<file path="src/rtl/lpm_pkg.sv">
package lpm_pkg;
  typedef enum logic [1:0] {
    LS_ACTIVE  = 2'b00,
    LS_PARTIAL = 2'b01,
    LS_SLUMBER = 2'b10
  } link_state_e;
endpackage

</file>
<file path="src/rtl/lpm_idle_timer.sv">
module lpm_idle_timer #(
  parameter int LIMIT = 10000,
  localparam int TW = $clog2(LIMIT + 1)
) (
  input  logic          clk_i,
  input  logic          rst_ni,
  input  logic          clr_i,
  input  logic          tick_i,
  output logic [TW-1:0] cnt_o
);
  localparam logic [TW-1:0] CMAX = TW'(LIMIT);

  always_ff @(posedge clk_i or negedge rst_ni) begin
    if (!rst_ni)                     cnt_o <= '0;
    else if (clr_i)                  cnt_o <= '0;
    else if (tick_i && cnt_o < CMAX) cnt_o <= cnt_o + 1'b1;
  end

  AST_TIMER_SAT: assert property (@(posedge clk_i) disable iff (!rst_ni)
    cnt_o <= CMAX);
  AST_TIMER_CLR: assert property (@(posedge clk_i) disable iff (!rst_ni)
    clr_i |=> cnt_o == '0);
endmodule

</file>
<file path="src/rtl/lpm_entry_decide.sv">
module lpm_entry_decide
  import lpm_pkg::*;
#(
  parameter int TW          = 14,
  parameter int DLY_W       = 16,
  parameter int PART_DEV_US = 5,
  parameter int SLUMBER_US  = 10000,
  parameter int RESUME_US   = 100
) (
  input  link_state_e      cur_i,
  input  logic             role_dev_i,
  input  logic             partial_en_i,
  input  logic             slumber_en_i,
  input  logic             cmd_issue_i,
  input  logic             cmd_done_i,
  input  logic             pend_zero_i,
  input  logic             wake_i,
  input  logic [TW-1:0]    idle_cnt_i,
  input  logic             dly_vld_i,
  input  logic [DLY_W-1:0] dly_us_i,
  output link_state_e      nxt_o
);
  localparam logic [TW-1:0]    PART_T = TW'(PART_DEV_US);
  localparam logic [TW-1:0]    SLUM_T = TW'(SLUMBER_US);
  localparam logic [DLY_W-1:0] RES_T  = DLY_W'(RESUME_US);

  logic host_go, dev_idle_go, dev_inner_go;

  always_comb begin
    host_go      = !role_dev_i && cmd_done_i && pend_zero_i;
    dev_idle_go  = role_dev_i && pend_zero_i && (idle_cnt_i >= PART_T);
    dev_inner_go = role_dev_i && !pend_zero_i && dly_vld_i && (dly_us_i > RES_T);
    nxt_o = cur_i;
    if (wake_i || cmd_issue_i)
      nxt_o = LS_ACTIVE;
    else if (!pend_zero_i && cur_i == LS_SLUMBER)
      nxt_o = LS_ACTIVE;
    else if (pend_zero_i && slumber_en_i && idle_cnt_i >= SLUM_T)
      nxt_o = LS_SLUMBER;
    else if (cur_i == LS_ACTIVE && partial_en_i &&
             (host_go || dev_idle_go || dev_inner_go))
      nxt_o = LS_PARTIAL;
  end
endmodule

</file>
<file path="src/rtl/sata_lpm_ctrl.sv">
module sata_lpm_ctrl
  import lpm_pkg::*;
#(
  parameter int CNT_W       = 5,
  parameter int DLY_W       = 16,
  parameter int PART_DEV_US = 5,
  parameter int SLUMBER_US  = 10000,
  parameter int RESUME_US   = 100
) (
  input  logic             clk_i,
  input  logic             rst_ni,
  input  logic             role_dev_i,
  input  logic             partial_en_i,
  input  logic             slumber_en_i,
  input  logic             us_tick_i,
  input  logic             cmd_issue_i,
  input  logic             cmd_done_i,
  input  logic [CNT_W-1:0] pend_cnt_i,
  input  logic             wake_i,
  input  logic             dly_vld_i,
  input  logic [DLY_W-1:0] dly_us_i,
  output logic             req_active_o,
  output logic             req_partial_o,
  output logic             req_slumber_o,
  output logic [1:0]       link_state_o
);
  localparam int TW = $clog2(SLUMBER_US + 1);
  localparam logic [DLY_W-1:0] RES_T  = DLY_W'(RESUME_US);
  localparam logic [TW-1:0]    PART_T = TW'(PART_DEV_US);

  link_state_e state_q, state_d;
  logic [TW-1:0] idle_cnt;
  logic pend_zero, tmr_clr;

  assign pend_zero = (pend_cnt_i == '0);
  assign tmr_clr   = cmd_issue_i || wake_i || !pend_zero;

  lpm_idle_timer #(.LIMIT(SLUMBER_US)) u_timer (
    .clk_i (clk_i),
    .rst_ni(rst_ni),
    .clr_i (tmr_clr),
    .tick_i(us_tick_i),
    .cnt_o (idle_cnt)
  );

  lpm_entry_decide #(
    .TW(TW), .DLY_W(DLY_W), .PART_DEV_US(PART_DEV_US),
    .SLUMBER_US(SLUMBER_US), .RESUME_US(RESUME_US)
  ) u_decide (
    .cur_i       (state_q),
    .role_dev_i  (role_dev_i),
    .partial_en_i(partial_en_i),
    .slumber_en_i(slumber_en_i),
    .cmd_issue_i (cmd_issue_i),
    .cmd_done_i  (cmd_done_i),
    .pend_zero_i (pend_zero),
    .wake_i      (wake_i),
    .idle_cnt_i  (idle_cnt),
    .dly_vld_i   (dly_vld_i),
    .dly_us_i    (dly_us_i),
    .nxt_o       (state_d)
  );

  always_ff @(posedge clk_i or negedge rst_ni) begin
    if (!rst_ni) state_q <= LS_ACTIVE;
    else         state_q <= state_d;
  end

  assign link_state_o  = state_q;
  assign req_active_o  = (state_q == LS_ACTIVE);
  assign req_partial_o = (state_q == LS_PARTIAL);
  assign req_slumber_o = (state_q == LS_SLUMBER);

  AST_REQ_ONEHOT: assert property (@(posedge clk_i) disable iff (!rst_ni)
    $onehot({req_active_o, req_partial_o, req_slumber_o}));
  AST_WAKE_ACTIVE: assert property (@(posedge clk_i) disable iff (!rst_ni)
    (cmd_issue_i || wake_i) |=> link_state_o == 2'b00);
  AST_PEND_NO_SLUMBER: assert property (@(posedge clk_i) disable iff (!rst_ni)
    (pend_cnt_i != '0) |=> link_state_o != 2'b10);
  AST_HOST_INNER_HOLD: assert property (@(posedge clk_i) disable iff (!rst_ni)
    (!role_dev_i && pend_cnt_i != '0 && state_q == LS_ACTIVE) |=> state_q == LS_ACTIVE);
  AST_DEV_WAIT: assert property (@(posedge clk_i) disable iff (!rst_ni)
    (role_dev_i && pend_zero && state_q == LS_ACTIVE && idle_cnt < PART_T)
      |=> state_q == LS_ACTIVE);
  AST_RESUME_GATE: assert property (@(posedge clk_i) disable iff (!rst_ni)
    (role_dev_i && !pend_zero && state_q == LS_ACTIVE && !(dly_vld_i && dly_us_i > RES_T))
      |=> state_q == LS_ACTIVE);
  AST_NO_PARTIAL_DIS: assert property (@(posedge clk_i) disable iff (!rst_ni)
    (!partial_en_i && state_q != LS_PARTIAL) |=> state_q != LS_PARTIAL);
endmodule

</file>
<file path="config.mk">
export PLATFORM = sky130hd
export DESIGN_NAME = sata_lpm_ctrl
export DESIGN_NICKNAME = d
export VERILOG_FILES = /design/src/rtl/lpm_pkg.sv /design/src/rtl/lpm_idle_timer.sv /design/src/rtl/lpm_entry_decide.sv /design/src/rtl/sata_lpm_ctrl.sv
export SDC_FILE = /design/constraint.sdc
export NUM_CORES = 1
export LEC_CHECK = 0
export BUFFER_PORTS_ARGS = -buffer_cell sky130_fd_sc_hd__buf_2
export CORE_AREA = 2 2 58 54
export DETAILED_ROUTE_END_ITERATION = 7
export DIE_AREA = 0 0 60 56
export PLACE_DENSITY_LB_ADDON = 0.2
export REMOVE_ABC_BUFFERS = 1
export SYNTH_ARGS = -nofsm -noshare
export SYNTH_HDL_FRONTEND = slang
export SYNTH_SLANG_ARGS = --single-unit
export TNS_END_PERCENT = 1
</file>
<file path="constraint.sdc">
create_clock -name clk_i -period 2.7 [get_ports clk_i]
set_clock_uncertainty 0.2 [all_clocks]
set_input_delay 0.27 -clock clk_i [delete_from_list [all_inputs] [get_ports clk_i]]
set_output_delay 0.27 -clock clk_i [all_outputs]
set_load 0.005 [all_outputs]
</file>
==> results of run 1 <==
==> report_power, final <==
part	internal (mW)	switching, mW	total, mW
Combinational	0.0231	0.0212	0.0443
Clock	0.0824	0.0832	0.166
Sequential	0.240	0.000626	0.240
==> worst paths after layout <==
path / slack, ns / to / start / cells after the start
max: 0.51 / u_timer.cnt_o[5]$_DFFE_PN0P_ / u_timer.cnt_o[7]$_DFFE_PN0P_ / 4
min: 0.04 / link_state_o[1]$_DFFE_PN0P_ / cmd_issue_i / 3
max reg2reg: 0.51 / u_timer.cnt_o[5]$_DFFE_PN0P_ / u_timer.cnt_o[7]$_DFFE_PN0P_ / 4
min reg2reg: 0.37 / u_timer.cnt_o[13]$_DFFE_PN0P_ / u_timer.cnt_o[13]$_DFFE_PN0P_ / 2
max in group asynchronous: 1.81 / u_timer.cnt_o[1]$_DFFE_PN0P_ / rst_ni / 2
min in group asynchronous: 0.21 / u_timer.cnt_o[4]$_DFFE_PN0P_ / rst_ni / 2
==> stage by stage <==
stage | hold WS, ns | setup slack, ns | area (um^2) | cells | power [mW]
after floorplan | -0.2256 | 0.7491 | 1046 | 115 | 0.2586
after global placement | 0.009947 | 0.6312 | 1271 | 190 | 0.2876
after detailed placement | 0.009877 | 0.5193 | 1271 | 190 | 0.2888
after CTS | 0.03777 | 0.5070 | 1318 | 195 | 0.4550
after global routing | 0.04811 | 0.3757 | 1318 | 195 | 0.4712
final | 0.04452 | 0.5057 | 1318 | 195 | 0.4503
==> flip-flops by register name, summed over array words and instances, names as in the netlist <==
signal,flops
u_timer.cnt_o,14
link_state_o,2
==> worst max-delay path, stage by stage, from the launching register on <==
cell and delay, ns:
dfrtp_1 0.46, nor4_4 0.38, o211ai_2 0.33, or4_1 0.58
a21oi_1 0.17
==> routing by layer <==
layer / track usage, % / share of wire [%] / vias to the layer above
li1: - / - / 533
met5: 0 / 0 / -
met1: 22.58 / 45 / 538
met2: 27.02 / 49 / 23
met4: 7.302 / 1.6 / 0
met3: 3.488 / 3.7 / 6
==> repair_timing <==
item	in CTS	in global routing
hold buffers	1	0
endpoints found under the setup margin	0	0
endpoints found under the hold margin	16	0
==> area by class of cell <==
class,instances,area (um^2)
clock buffers,4,36.28
fillers,267,1408
inverters,7,26.28
multi-input cells,92,619.3
flip-flops and latches,16,400.4
well taps,40,50.05
repair buffers,36,185.2
==> layout by cell type, fill, tap and decap left out, types with 3 or more instances in the layout <==
cell type	synthesis	routed
a21oi_1	13	13
buf_2	3	35
clkbuf_4	0	3
dfrtp_1	16	16
ha_1	4	4
inv_1	7	7
nand2_1	9	9
nand3_1	6	6
nand4_1	3	3
nor2_1	7	7
nor3_1	4	4
nor4_1	3	3
o31ai_1	6	6
or4_1	7	7
==> kinds of logic after synthesis <==
logic type | share of synthesized area, %
mux | 0.9434
flops | 37.74
compound gates | 22.64
xor+xnor | 0.8256
simple gates | 29.25
fa+ha+maj | 4.717
buf+inv | 3.892
==> metrics.txt, run 1 <==
outcome=completed; row cnt=18; Final Hold Fails=0; Initial Util=38.93%; vias=1,100; Core ar.=about 0.0027 mm^2; total global routing overflow=0; H-Tree Depth=1; number of global-route vias before repair=1,030; number of synthesized flops with an enable pin=0; I/O Buffers=35; Max Freq=between 400 and 500 MHz; Layout Utilization=around half; unrepaired setup endpoints after global routing=false; critical path startpoint category=flip-flop; Worst Hold Class=input port to flip-flop; Static Leak=between 0.5 and 0.6 nW; antenna fix cells=0; DRC Markers=0; initial antenna violation count=0; largest area contributor in the netlist=dfrtp_1; max-cap violation count=0; vias per inst=approximately 5.6; wire per inst=between 10 and 15 um; Setup TNS=0 ns; Max-slew headroom=a little under three fifths; Iteration-0 DRC Markers=37; Slew Limit Fails=0; register bit total from synthesis=16; share of cells above drive strength 1=29.03%; final wirelength=roughly 2.7 mm; most frequent cells after synthesis=dfrtp_1, a21oi_1, nand2_1; HPWL after DPL=around 2.1 mm; Least-Margin Pin Slew=0.6382 ns; worst-case clock buffer depth=2; maximum vdd drop=0.2270 mV; Async S/R FF share, synth=between 90% and 100%; Required @ worst endpoint=roughly 2.7 ns; WS Path Type=flip-flop to flip-flop; sequential-to-total area share from yosys stat=about 38%; GRT Total Usage=17.23%; data arrival time of the worst path=approximately 2.2 ns; full die area=between 0.003 and 0.004 mm^2; CP max FO=16; largest net degree at the start of global routing=17; Synth Cell Area=about 0.0011 mm^2; post-route ant nets=0; Synth area leaders=dfrtp_1, a21oi_1, or4_1; Synth Instances=~120; Sink Count=16; Post-CTS Setup Repair Bufs=0; Synth top area share=between 30 and 40%; global-route wire length before repair=around 4.5 mm; post-synthesis average cell area=8.992 um^2; Die Height=between 50 and 60 um; crit path time final=between 2 and 2.5 ns; clock root cell=clkbuf_4; Power Density=about 340 mW/mm^2; # resized after CTS=0; Nets=about 190; Final period util=~80%; CTS Buf Count=3; latest clock arrival within the worst-skew pair=0.30 ns; RePlAce Congestion=0.8274; top-count cell post-synth=dfrtp_1; ys flop type=dfrtp_1; die extent in x=roughly 60 um; Yosys cell types=37; drt pass-1 iters=4; Final Setup Violations=0; Clock transition at path regs=0.10 ns; Layout area overhead=24.17%; CTS tree=yes; Yosys Warn Count=0; I/O Pins=36; Worst setup EP type=flip-flop
Power figures use the tool's default switching activity.
==> run 2: changes to the inputs <==
==> constraint.sdc (replaced) <==
create_clock -name clk_i -period 2.1 [get_ports clk_i]
set_clock_uncertainty 0.2 [all_clocks]
set_input_delay 0.21 -clock clk_i [delete_from_list [all_inputs] [get_ports clk_i]]
set_output_delay 0.21 -clock clk_i [all_outputs]
set_load 0.005 [all_outputs]
==> run 2 against run 1 <==
Global-route usage up 0.38 points. Combinational power up 44%. Sequential cell count unchanged. Register-to-register slack worse by 0.39 ns. Power increased by 30%. Maximum frequency up 11%. First-iteration DRC count is 11% higher. Sequential share of layout area decreased by 1.2 points. Final area is 4.1% higher. Clock power is 28% higher. Via count is 1.2% lower. Critical path type unchanged. Critical endpoint is now u_timer.cnt_o[7]$_DFFE_PN0P_. Largest cell class unchanged.
==> metrics.txt, run 2 (synthesized netlist as in run 1, its figures left out) <==
outcome=completed; flop-to-flop setup slack=0.12 ns (-0.39 ns); R2R Path Start=u_timer.cnt_o[7]$_DFFE_PN0P_; max-cap violation count=0 (unchanged); H-Tree Depth=1 (unchanged); Int Power=0.4490 mW (+30%); largest net degree at the start of global routing=17 (unchanged); row cnt=18 (unchanged); Hold Path End=u_timer.cnt_o[12]$_DFFE_PN0P_; critical path's top delay family=simple AND/OR/NAND/NOR gates; Sw Share=23.28% (-0.047 points); GRT Total Usage=17.61% (+0.38 points); full die area=0.003360 mm^2 (unchanged); Clk pwr share=36.3% (-0.5 points); vias per inst=5.435 (-3.7%); CP peak stage delay=0.54 ns (-0.04 ns); WS Path Type=flip-flop to flip-flop; data arrival time of the worst path=2.01 ns (-0.21 ns); I/O Pins=36 (unchanged); clock root cell=clkbuf_4; Core ar.=0.002725 mm^2 (unchanged); Required @ worst endpoint=2.13 ns (-0.60 ns); WHS Path Cells=4 (+1); DRC Markers=0 (unchanged); total global routing overflow=0 (unchanged); crit path launch=u_timer.cnt_o[7]$_DFFE_PN0P_; antenna fix cells=0 (unchanged); Power Density=426.8 mW/mm^2 (+25%); slowest stage cell, crit path=or4_1; Initial Util=38.93% (unchanged); net switching power=0.1363 mW (+30%); I/O Buffers=35 (unchanged); Reg power frac=52.8% (-0.6 points); combinational share of power=10.9% (+1.1 points); most frequent cells in the layout=buf_2, dfrtp_1, a21oi_1; Die Height=56 um (unchanged); HP Start=pend_cnt_i[1]; CTS Buf Count=3 (unchanged); final wirelength=2.691 mm (-1.4%); Layout area overhead=29.25%; Sink Count=16 (unchanged); die extent in x=60 um (unchanged); Setup TNS=0 ns (unchanged); maximum vdd drop=0.2488 mV (+9.6%); Slew Limit Fails=0 (unchanged); post-route ant nets=0 (unchanged); Final Setup Violations=0 (unchanged); Most Crowded Layer GR=met2; M1 GR Usage=25.57% (+3.0 points); Final Hold Fails=0 (unchanged); Clock transition at path regs=0.10 ns (about the same); RePlAce Congestion=0.8652 (+4.6%); global-route wire length before repair=4.588 mm (+2.3%); unrepaired setup endpoints after global routing=false; Critical path buffers and inverters=0 (unchanged); Power Total=0.5853 mW (+30%); CP max FO=16 (unchanged); vias=1,087 (-1.2%); Iteration-0 DRC Markers=41 (+11%); Worst setup EP type=flip-flop; CTS tree=yes; Static Leak=0.5563 nW (+3.6%); M2 GR Usage=25.93% (-1.1 points); initial antenna violation count=0 (unchanged); number of global-route vias before repair=974 (-5.4%); Nets=196 (+2.6%); most common cell after layout, fill and taps aside=buf_2; drt pass-1 iters=5 (+1); share of cells above drive strength 1=29.38% (+0.34 points); Max-slew headroom=72.34% (+15 points); wire per inst=13.46 um (-3.8%); CP Cell Sequence=nor4_4 -> o211ai_4 -> or4_1 -> a21oi_1; reg2reg end=u_timer.cnt_o[7]$_DFFE_PN0P_; HPWL after DPL=2.001 mm (-2.6%); M3 GR Usage=2.791% (-0.70 points); Worst Hold Class=input port to flip-flop; Least-Margin Pin Slew=0.4129 ns (-0.2253 ns); R2R depth=4 (unchanged); Final period util=94.32% (+13 points); critical path startpoint category=flip-flop; latest clock arrival within the worst-skew pair=0.29 ns (about the same); worst-case clock buffer depth=2 (unchanged); Max Freq=504.9 MHz (+11%); max reg flops=14 (unchanged); Biggest register=u_timer.cnt_o; crit path time final=1.981 ns (-0.2137 ns)
==> run 2: cell count changes in the layout (fill, tap and decap cells not counted) <==
| cell | previous run | this run |
|---|---|---|
| buf_4 | 0 | 2 |
| dlygate4sd3_1 | 1 | 4 |
| o211ai_2 | 1 | 0 |
| o211ai_4 | 0 | 1 |
==> run 2: per-stage QoR <==
| step | hold WS [ns] | setup WS [ns] | cells | util (%) | cell area, um^2 |
|---|---|---|---|---|---|
| 6_report | 0.05930 | 0.1193 | 200 | 50.32 | 1371 |
| 3_3_place_gp | -0.04775 | 0.09900 | 191 | 46.92 | 1279 |
| 4_1_cts | 0.05722 | 0.08524 | 199 | 50.05 | 1364 |
| 3_5_place_dp | -0.04326 | 0.02735 | 191 | 46.92 | 1279 |
| 5_1_grt | 0.09521 | 0.005092 | 200 | 50.32 | 1371 |
| 2_1_floorplan | -0.2856 | 0.1491 | 115 | - | 1046 |
==> run 2: per-layer routing <==
metal	wire (um)	part of all wire (%)
met3	108	4.0
met2	1276	47
met5	0	0
met1	1263	47
met4	42	1.6
==> run 2: worst max-delay path by stage <==
stage / slack, ns / cells after the start / to
2_1_floorplan: 0.15 / 4 / u_timer.cnt_o[7]$_DFFE_PN0P_
3_3_place_gp: 0.1 / 4 / u_timer.cnt_o[7]$_DFFE_PN0P_
3_5_place_dp: 0.03 / 4 / u_timer.cnt_o[7]$_DFFE_PN0P_
4_1_cts: 0.09 / 4 / u_timer.cnt_o[7]$_DFFE_PN0P_
5_1_grt: 0.005 / 4 / u_timer.cnt_o[7]$_DFFE_PN0P_
6_report: 0.12 / 4 / u_timer.cnt_o[7]$_DFFE_PN0P_
==> run 2: power groups by stage <==
stage / clock network, mW / registers (mW) / logic, mW
3_5_place_dp: 0 / 0.315 / 0.0562
3_3_place_gp: 0 / 0.315 / 0.0547
4_1_cts: 0.217 / 0.309 / 0.0630
2_1_floorplan: 0 / 0.315 / 0.0174
5_1_grt: 0.232 / 0.309 / 0.0714
6_report: 0.212 / 0.309 / 0.0638
==> run 2: cell type report <==
cell class / count / area, um^2
Clock buffer: 4 / 36.28
Fill cell: 275 / 1354
Inverter: 7 / 26.28
Multi-Input combinational cell: 92 / 628.1
Sequential cell: 16 / 400.4
Tap cell: 40 / 50.05
Timing Repair Buffer: 41 / 230.2
==> run 2: repair_timing <==
| action | in CTS | in global routing |
|---|---|---|
| resized for setup | 1 | 0 |
| pin swaps | 0 | 2 |
| endpoints found under the setup margin | 1 | 2 |
| hold buffers | 4 | 0 |
| setup buffers | 0 | 1 |
| endpoints found under the hold margin | 17 | 0 |
==> run 2: worst register-to-register path: stages, from the launching register on <==
cell      delay [ns]
dfrtp_1         0.45
nor4_4          0.37
o211ai_4        0.20
or4_1           0.54
a21oi_1         0.15
